$ cat config.mk
export PLATFORM = sky130hd
export DESIGN_NAME = dbg_tap
export DESIGN_NICKNAME = d
export VERILOG_FILES = /design/src/rtl/dbg_tap_pkg.sv /design/src/rtl/dbg_tap_fsm.sv /design/src/rtl/dbg_tap_dr_reg.sv /design/src/rtl/dbg_tap.sv
export SDC_FILE = /design/constraint.sdc
export NUM_CORES = 1
export LEC_CHECK = 0
export ABC_AREA = 1
export BUFFER_PORTS_ARGS = -buffer_cell sky130_fd_sc_hd__buf_2
export CAP_MARGIN = 20
export CORE_ASPECT_RATIO = 1.1
export CORE_MARGIN = 5
export CORE_UTILIZATION = 51
export DETAILED_ROUTE_END_ITERATION = 7
export PLACE_DENSITY = 0.76
export SYNTH_ARGS = -nofsm -noshare
export SYNTH_HDL_FRONTEND = slang
export SYNTH_HIERARCHICAL = 1
export SYNTH_SLANG_ARGS = --single-unit
export TNS_END_PERCENT = 20
$ cat constraint.sdc
create_clock -name tck -period 1.86 [get_ports tck]
set_input_delay 0.279 -clock tck [delete_from_list [all_inputs] [get_ports tck]]
set_output_delay 0.279 -clock tck [all_outputs]
set_load 0.03 [all_outputs]
$ cat src/rtl/dbg_tap_pkg.sv
package dbg_tap_pkg;

  localparam int IR_W = 4;

  typedef enum logic [3:0] {
    S_TLR, S_RTI,
    S_SEL_DR, S_CAP_DR, S_SH_DR, S_EX1_DR, S_PAU_DR, S_EX2_DR, S_UPD_DR,
    S_SEL_IR, S_CAP_IR, S_SH_IR, S_EX1_IR, S_PAU_IR, S_EX2_IR, S_UPD_IR
  } tap_state_e;

  localparam logic [IR_W-1:0] OP_EXTEST  = 4'h0;
  localparam logic [IR_W-1:0] OP_CHSEL   = 4'h2;
  localparam logic [IR_W-1:0] OP_RESTART = 4'h4;
  localparam logic [IR_W-1:0] OP_CLAMP   = 4'h5;
  localparam logic [IR_W-1:0] OP_HIGHZ   = 4'h7;
  localparam logic [IR_W-1:0] OP_CLAMPZ  = 4'h9;
  localparam logic [IR_W-1:0] OP_INTEST  = 4'hC;
  localparam logic [IR_W-1:0] OP_IDCODE  = 4'hE;
  localparam logic [IR_W-1:0] OP_BYPASS  = 4'hF;

  localparam logic [IR_W-1:0] IR_CAPTURE = 4'b0001;

  typedef enum logic [2:0] {
    PATH_BYP, PATH_ID, PATH_SEL, PATH_C1, PATH_C2
  } dr_path_e;

endpackage

$ cat src/rtl/dbg_tap_fsm.sv
module dbg_tap_fsm
  import dbg_tap_pkg::*;
(
  input  logic       tck,
  input  logic       trst_n,
  input  logic       tms,
  output tap_state_e st,
  output tap_state_e nxt
);

  always_comb begin
    nxt = st;
    unique case (st)
      S_TLR:    nxt = tms ? S_TLR    : S_RTI;
      S_RTI:    nxt = tms ? S_SEL_DR : S_RTI;
      S_SEL_DR: nxt = tms ? S_SEL_IR : S_CAP_DR;
      S_CAP_DR: nxt = tms ? S_EX1_DR : S_SH_DR;
      S_SH_DR:  nxt = tms ? S_EX1_DR : S_SH_DR;
      S_EX1_DR: nxt = tms ? S_UPD_DR : S_PAU_DR;
      S_PAU_DR: nxt = tms ? S_EX2_DR : S_PAU_DR;
      S_EX2_DR: nxt = tms ? S_UPD_DR : S_SH_DR;
      S_UPD_DR: nxt = tms ? S_SEL_DR : S_RTI;
      S_SEL_IR: nxt = tms ? S_TLR    : S_CAP_IR;
      S_CAP_IR: nxt = tms ? S_EX1_IR : S_SH_IR;
      S_SH_IR:  nxt = tms ? S_EX1_IR : S_SH_IR;
      S_EX1_IR: nxt = tms ? S_UPD_IR : S_PAU_IR;
      S_PAU_IR: nxt = tms ? S_EX2_IR : S_PAU_IR;
      S_EX2_IR: nxt = tms ? S_UPD_IR : S_SH_IR;
      S_UPD_IR: nxt = tms ? S_SEL_DR : S_RTI;
      default:  nxt = S_TLR;
    endcase
  end

  always_ff @(posedge tck or negedge trst_n) begin
    if (!trst_n) st <= S_TLR;
    else         st <= nxt;
  end

  // Run length of consecutive high tms samples, saturating at five.
  logic [2:0] ones_q;
  always_ff @(posedge tck or negedge trst_n) begin
    if (!trst_n)           ones_q <= 3'd0;
    else if (!tms)         ones_q <= 3'd0;
    else if (ones_q != 3'd5) ones_q <= ones_q + 3'd1;
  end

  p_tms_reset_r1: assert property (@(posedge tck) disable iff (!trst_n)
    (tms && ones_q >= 3'd4) |=> (st == S_TLR));

endmodule

$ cat src/rtl/dbg_tap_dr_reg.sv
module dbg_tap_dr_reg #(
  parameter int W = 8
) (
  input  logic         tck,
  input  logic         trst_n,
  input  logic         clr,
  input  logic         sel,
  input  logic         cap,
  input  logic         shf,
  input  logic         upd,
  input  logic         tdi,
  input  logic [W-1:0] cap_val,
  output logic         so,
  output logic [W-1:0] q
);

  logic [W-1:0] sr;

  always_ff @(posedge tck or negedge trst_n) begin
    if (!trst_n)          sr <= '0;
    else if (sel && cap)  sr <= cap_val;
    else if (sel && shf)  sr <= {tdi, sr[W-1:1]};
  end

  always_ff @(posedge tck or negedge trst_n) begin
    if (!trst_n)         q <= '0;
    else if (clr)        q <= '0;
    else if (sel && upd) q <= sr;
  end

  assign so = sr[0];

  // the parallel value moves only at its own update or a clear.
  p_upd_only_r5: assert property (@(posedge tck) disable iff (!trst_n)
    (!(sel && upd) && !clr) |=> $stable(q));

endmodule

$ cat src/rtl/dbg_tap.sv
module dbg_tap
  import dbg_tap_pkg::*;
#(
  parameter int          SEL_W  = 4,
  parameter int          C1_W   = 33,
  parameter int          C2_W   = 38,
  parameter logic [31:0] ID_VAL = 32'h1F0F_0F0F
) (
  input  logic             tck,
  input  logic             trst_n,
  input  logic             tms,
  input  logic             tdi,
  input  logic [C1_W-1:0]  chain1_cap,
  input  logic [C2_W-1:0]  chain2_cap,
  output logic             tdo,
  output logic             tdo_en,
  output logic             capture_dr,
  output logic             shift_dr,
  output logic             update_dr,
  output logic [SEL_W-1:0] chain_sel,
  output logic [C1_W-1:0]  chain1_q,
  output logic [C2_W-1:0]  chain2_q,
  output logic             restart_pulse,
  output logic             dbg_clk_pulse
);

  localparam int ID_W = $bits(ID_VAL);
  localparam logic [SEL_W-1:0] SEL_C1 = SEL_W'(1);
  localparam logic [SEL_W-1:0] SEL_C2 = SEL_W'(2);

  tap_state_e st, nxt;

  dbg_tap_fsm u_fsm (
    .tck    (tck),
    .trst_n (trst_n),
    .tms    (tms),
    .st     (st),
    .nxt    (nxt)
  );

  logic in_tlr;
  assign in_tlr     = (st == S_TLR);
  assign capture_dr = (st == S_CAP_DR);
  assign shift_dr   = (st == S_SH_DR);
  assign update_dr  = (st == S_UPD_DR);

  // Instruction register: shift stage and held instruction.
  logic [IR_W-1:0] ir_sr, ir;
  always_ff @(posedge tck or negedge trst_n) begin
    if (!trst_n) begin
      ir_sr <= IR_CAPTURE;
      ir    <= OP_IDCODE;
    end else begin
      if (st == S_CAP_IR)     ir_sr <= IR_CAPTURE;
      else if (st == S_SH_IR) ir_sr <= {tdi, ir_sr[IR_W-1:1]};
      if (in_tlr)              ir <= OP_IDCODE;
      else if (st == S_UPD_IR) ir <= ir_sr;
    end
  end

  // Data path decode.
  dr_path_e path;
  always_comb begin
    unique case (ir)
      OP_IDCODE: path = PATH_ID;
      OP_CHSEL:  path = PATH_SEL;
      OP_INTEST, OP_EXTEST:
        path = (chain_sel == SEL_C1) ? PATH_C1 :
               (chain_sel == SEL_C2) ? PATH_C2 : PATH_BYP;
      default:   path = PATH_BYP;
    endcase
  end

  // Bypass stage and identification register.
  logic            byp_q;
  logic [ID_W-1:0] id_sr;
  always_ff @(posedge tck or negedge trst_n) begin
    if (!trst_n) begin
      byp_q <= 1'b0;
      id_sr <= ID_VAL;
    end else begin
      if (path == PATH_BYP && capture_dr)    byp_q <= 1'b0;
      else if (path == PATH_BYP && shift_dr) byp_q <= tdi;
      if (path == PATH_ID && capture_dr)     id_sr <= ID_VAL;
      else if (path == PATH_ID && shift_dr)  id_sr <= {tdi, id_sr[ID_W-1:1]};
    end
  end

  // Select register and the two debug chains share one register shape.
  logic so_sel, so_c1, so_c2;

  dbg_tap_dr_reg #(.W(SEL_W)) u_sel (
    .tck (tck), .trst_n (trst_n), .clr (in_tlr), .sel (path == PATH_SEL),
    .cap (capture_dr), .shf (shift_dr), .upd (update_dr), .tdi (tdi),
    .cap_val (chain_sel), .so (so_sel), .q (chain_sel)
  );

  dbg_tap_dr_reg #(.W(C1_W)) u_chain1 (
    .tck (tck), .trst_n (trst_n), .clr (in_tlr), .sel (path == PATH_C1),
    .cap (capture_dr), .shf (shift_dr), .upd (update_dr), .tdi (tdi),
    .cap_val (chain1_cap), .so (so_c1), .q (chain1_q)
  );

  dbg_tap_dr_reg #(.W(C2_W)) u_chain2 (
    .tck (tck), .trst_n (trst_n), .clr (in_tlr), .sel (path == PATH_C2),
    .cap (capture_dr), .shf (shift_dr), .upd (update_dr), .tdi (tdi),
    .cap_val (chain2_cap), .so (so_c2), .q (chain2_q)
  );

  // Serial return mux.
  logic so;
  always_comb begin
    if (st == S_SH_IR) so = ir_sr[0];
    else begin
      unique case (path)
        PATH_ID:  so = id_sr[0];
        PATH_SEL: so = so_sel;
        PATH_C1:  so = so_c1;
        PATH_C2:  so = so_c2;
        default:  so = byp_q;
      endcase
    end
  end

  always_ff @(negedge tck or negedge trst_n) begin
    if (!trst_n) begin
      tdo    <= 1'b0;
      tdo_en <= 1'b0;
    end else begin
      tdo    <= so;
      tdo_en <= (st == S_SH_IR) || (st == S_SH_DR);
    end
  end

  // Run-Test/Idle entry events; the instruction loaded by this Update-IR counts.
  logic [IR_W-1:0] ir_eff;
  logic            enter_rti;
  assign ir_eff    = (st == S_UPD_IR) ? ir_sr : ir;
  assign enter_rti = (nxt == S_RTI) && (st != S_RTI);

  always_ff @(posedge tck or negedge trst_n) begin
    if (!trst_n) begin
      restart_pulse <= 1'b0;
      dbg_clk_pulse <= 1'b0;
    end else begin
      restart_pulse <= enter_rti && (ir_eff == OP_RESTART);
      dbg_clk_pulse <= enter_rti && (ir_eff == OP_INTEST) && (chain_sel == SEL_C1);
    end
  end

  p_tdo_en_shift_r10: assert property (@(posedge tck) disable iff (!trst_n)
    tdo_en == ((st == S_SH_IR) || (st == S_SH_DR)));

  p_restart_single_r8: assert property (@(posedge tck) disable iff (!trst_n)
    restart_pulse |=> !restart_pulse);

  p_restart_src_r8: assert property (@(posedge tck) disable iff (!trst_n)
    restart_pulse |-> (st == S_RTI && ir == OP_RESTART));

  p_dbgclk_src_r9: assert property (@(posedge tck) disable iff (!trst_n)
    dbg_clk_pulse |-> (st == S_RTI && ir == OP_INTEST && chain_sel == SEL_C1));

  p_ir_reset_r1: assert property (@(posedge tck) disable iff (!trst_n)
    (st == S_TLR) |=> (ir == OP_IDCODE && chain_sel == '0));

endmodule

==> results_dict.tcl <==
set metrics [dict create \
    status "finished, violations left" \
    violations "negative setup slack" \
    critPathCaptureType "flop" \
    slowest_delay_ps 560 \
    synth_area_leader_cell "dfrtp_1" \
    cts_tree "built" \
    htree_levels 4 \
    post-place-ws_ps -393 \
    row_count 52 \
    worst-setup-path-type "flop to flop" \
    drtAntennaViolNets 0 \
    cp.required_ps 1200 \
    powerDensity_nw_per_um2 974 \
    cp_slowest_cell "dfstp_2" \
    routed_via_density 5.35 \
    grt_pass1_wl_um 41500 \
    synthXorXnorAreaFrac_pct 0 \
    wl_per_cell_um 16.2 \
    area_growth_pct 29.7 \
    setup_ws_ps -370 \
    synth_simple_gate_area_share_pct 35.9 \
    syn_inst 1184 \
    ioPinCount 157 \
    initial_core_util_pct 51.6 \
    placed_area_um2 11000 \
    design_area_um2 12300 \
    grt_usage_pct 23.3 \
    drive_above_1_share_pct 28.7 \
    clockBufferDepth 2 \
    synthMuxAreaShare_pct 0 \
    cp.arrival_ps 1570 \
    skew_ps 32.8 \
    cts_root_buf "clkbuf_16" \
    final_max_slew_viol_count 0 \
    n_fill_cell 1454 \
    dp_hpwl_um 16200 \
    holdWs_ps 95.2 \
    relSlewSlack_pct 62.0 \
    syn_area_per_cell_um2 7.99 \
    numClockSinks 199 \
    syn-num-nets 1259 \
    synth.area.top_cells "dfrtp_1, nand2_1, nand3_1" \
    synthAdderAreaFrac_pct 0 \
    grt_pass1_vias 8263 \
    synthArstFlopShare_pct 100 \
    clkSlewWorstSetupHoldPaths_ps 70 \
    vdd_ir_drop_max_mv 0.766 \
    cp-start-kind "flop" \
    synth_area_um2 9460 \
    rsz0062_at_grt "true" \
    wl_um 26700 \
    synth-seq-cells 199 \
    ys.flop_type "dfrtp_1" \
    cts-buffers-inserted 17 \
    final_util_pct 66.9 \
    cpMostUsedCell "nand2_1" \
    finalSetupTns_ps -14870 \
    drtIter0Drc 799 \
    finalSetupViolCount 108 \
    antenna_found_initial 0 \
    grt_overflow 0 \
    gp_congestion 0.888 \
    numPortBuffers 156 \
    yosys_warnings 6 \
    synth_edf_count 0 \
    crit_chain "inv_2 > nor2_4 > nand2_2 > inv_2 > nor2_2 > nand3_1 > nand2_1 > nand2_1 > nand2_1" \
    core_area_um2 18300 \
    yosysMostFrequentCell "nand2_1" \
    insertion_delay_ps 440 \
    yosysTopAreaCellShare_pct 46.6 \
    die_y_um 153 \
    drt-pass1-iter-count 6 \
    vias 8795 \
    synth_top_family_by_area "simple AND/OR/NAND/NOR gates" \
    leakage_nw 6.58 \
    crit_fanout 3 \
    yosys-top-cells-count "nand2_1, nand3_1, dfrtp_1" \
    fp.dieW_um 140 \
    drc 0 \
    grt_max_degree 106 \
    dieArea_um2 21400 \
    nets 1463 \
    hold_viol 0 \
    seq_area_frac_synth_pct 52.9 \
    drv_cap 0 \
    synth-compound-area-share_pct 3.98 \
    worstMarginPinSlew_ps 570 \
    synth_cell_type_count 36 \
    min_path_type "input pin to flop" \
]
registers in the layout, summed over array words and instances (netlist names), 4 cells and up:
register,flops
u_chain2/sr,38
u_sel/q,4
id_sr,32
u_chain2/q,38
u_chain1/q,33
ir,4
u_sel/sr,4
u_chain1/sr,33
ir_sr,4
u_fsm/st,4
final timing paths:
check	from	end	slack, ps	cells after the start
worst min-delay path	chain2_cap[31]	u_chain2/sr[31]	100	3
min in group asynchronous	trst_n	ir_sr[1]	290	2
max in group asynchronous	trst_n	tdo_en	510	2
worst max register to register	ir[1]	tdo	-370	9
worst min register to register	id_sr[31]	id_sr[30]	500	2
worst max-delay path	ir[1]	tdo	-370	9
power breakdown:
group	internal, W	switching [W]
registers	0.00481	0.000162
clock network	0.00178	0.00179
logic	0.00131	0.00211
critical path: cells and delay by family, from the launching register on:
family	cells	cell delay (ps)
flops	1	560
simple gates	7	430
buf+inv	2	130
logic make-up after synthesis:
kind of cell | after synthesis
AOI/OAI and AO/OA | 48
and+or+nand+nor | 794
buffers and inverters | 143
DFF | 199
metal layers:
| layer | routed length [um] | part of all wire, % | GRT usage [%] |
|---|---|---|---|
| met1 | 10800 | 40 | 31.7 |
| met4 | 536 | 2.0 | 4.20 |
| met2 | 13200 | 50 | 38.5 |
| met5 | 0 | 0 | 0 |
| met3 | 2090 | 7.8 | 6.16 |
metrics by stage:
stage,total power (W),cells
floorplan,0.00688,1184
CTS,0.0117,1624
finish,0.0120,1645
global placement,0.00787,1585
global route,0.0125,1644
detailed placement,0.00797,1585
layout by cell type, fill, tap and decap left out, types with 5 or more instances in the layout:
| master | netlist | layout |
|---|---|---|
| nand2_1 | 503 | 484 |
| nand3_1 | 239 | 234 |
| dfrtp_1 | 176 | 171 |
| buf_2 | 37 | 150 |
| inv_1 | 63 | 54 |
| buf_4 | 15 | 52 |
| clkbuf_16 | 0 | 26 |
| buf_12 | 0 | 24 |
| dfstp_2 | 21 | 21 |
| nand2_2 | 7 | 20 |
| inv_2 | 10 | 17 |
| nor2_1 | 25 | 14 |
| o22ai_1 | 14 | 14 |
| buf_6 | 4 | 13 |
| nor2_4 | 1 | 11 |
| a22oi_2 | 9 | 9 |
| nand2_4 | 2 | 7 |
| inv_6 | 0 | 7 |
| a22oi_1 | 7 | 7 |
| nor2_2 | 5 | 6 |
| o21ai_0 | 9 | 6 |
| nand3_2 | 0 | 5 |
| dfrtp_2 | 0 | 5 |
cell type report:
cell class              instances  area, um2  area share (%)
clock buffers                  18        429            3.50
clock inverters                14        131            1.07
inverters                      73        282            2.29
well taps                     243        304            2.48
flip-flops and latches        199       5010            40.8
diodes                          1       2.50          0.0204
multi-input cells             842       3990            32.5
repair buffers                255       2120            17.3
what timing repair did:
action | in CTS | in global routing
pin swaps | 8 | 23
endpoints found under the hold margin | 18 | 0
endpoints found under the setup margin | 105 | 151
resized for setup | 39 | 55
hold buffers | 1 | 0
gates cloned | 2 | 12
setup buffers | 4 | 9
(Power assumes the default switching activity.)
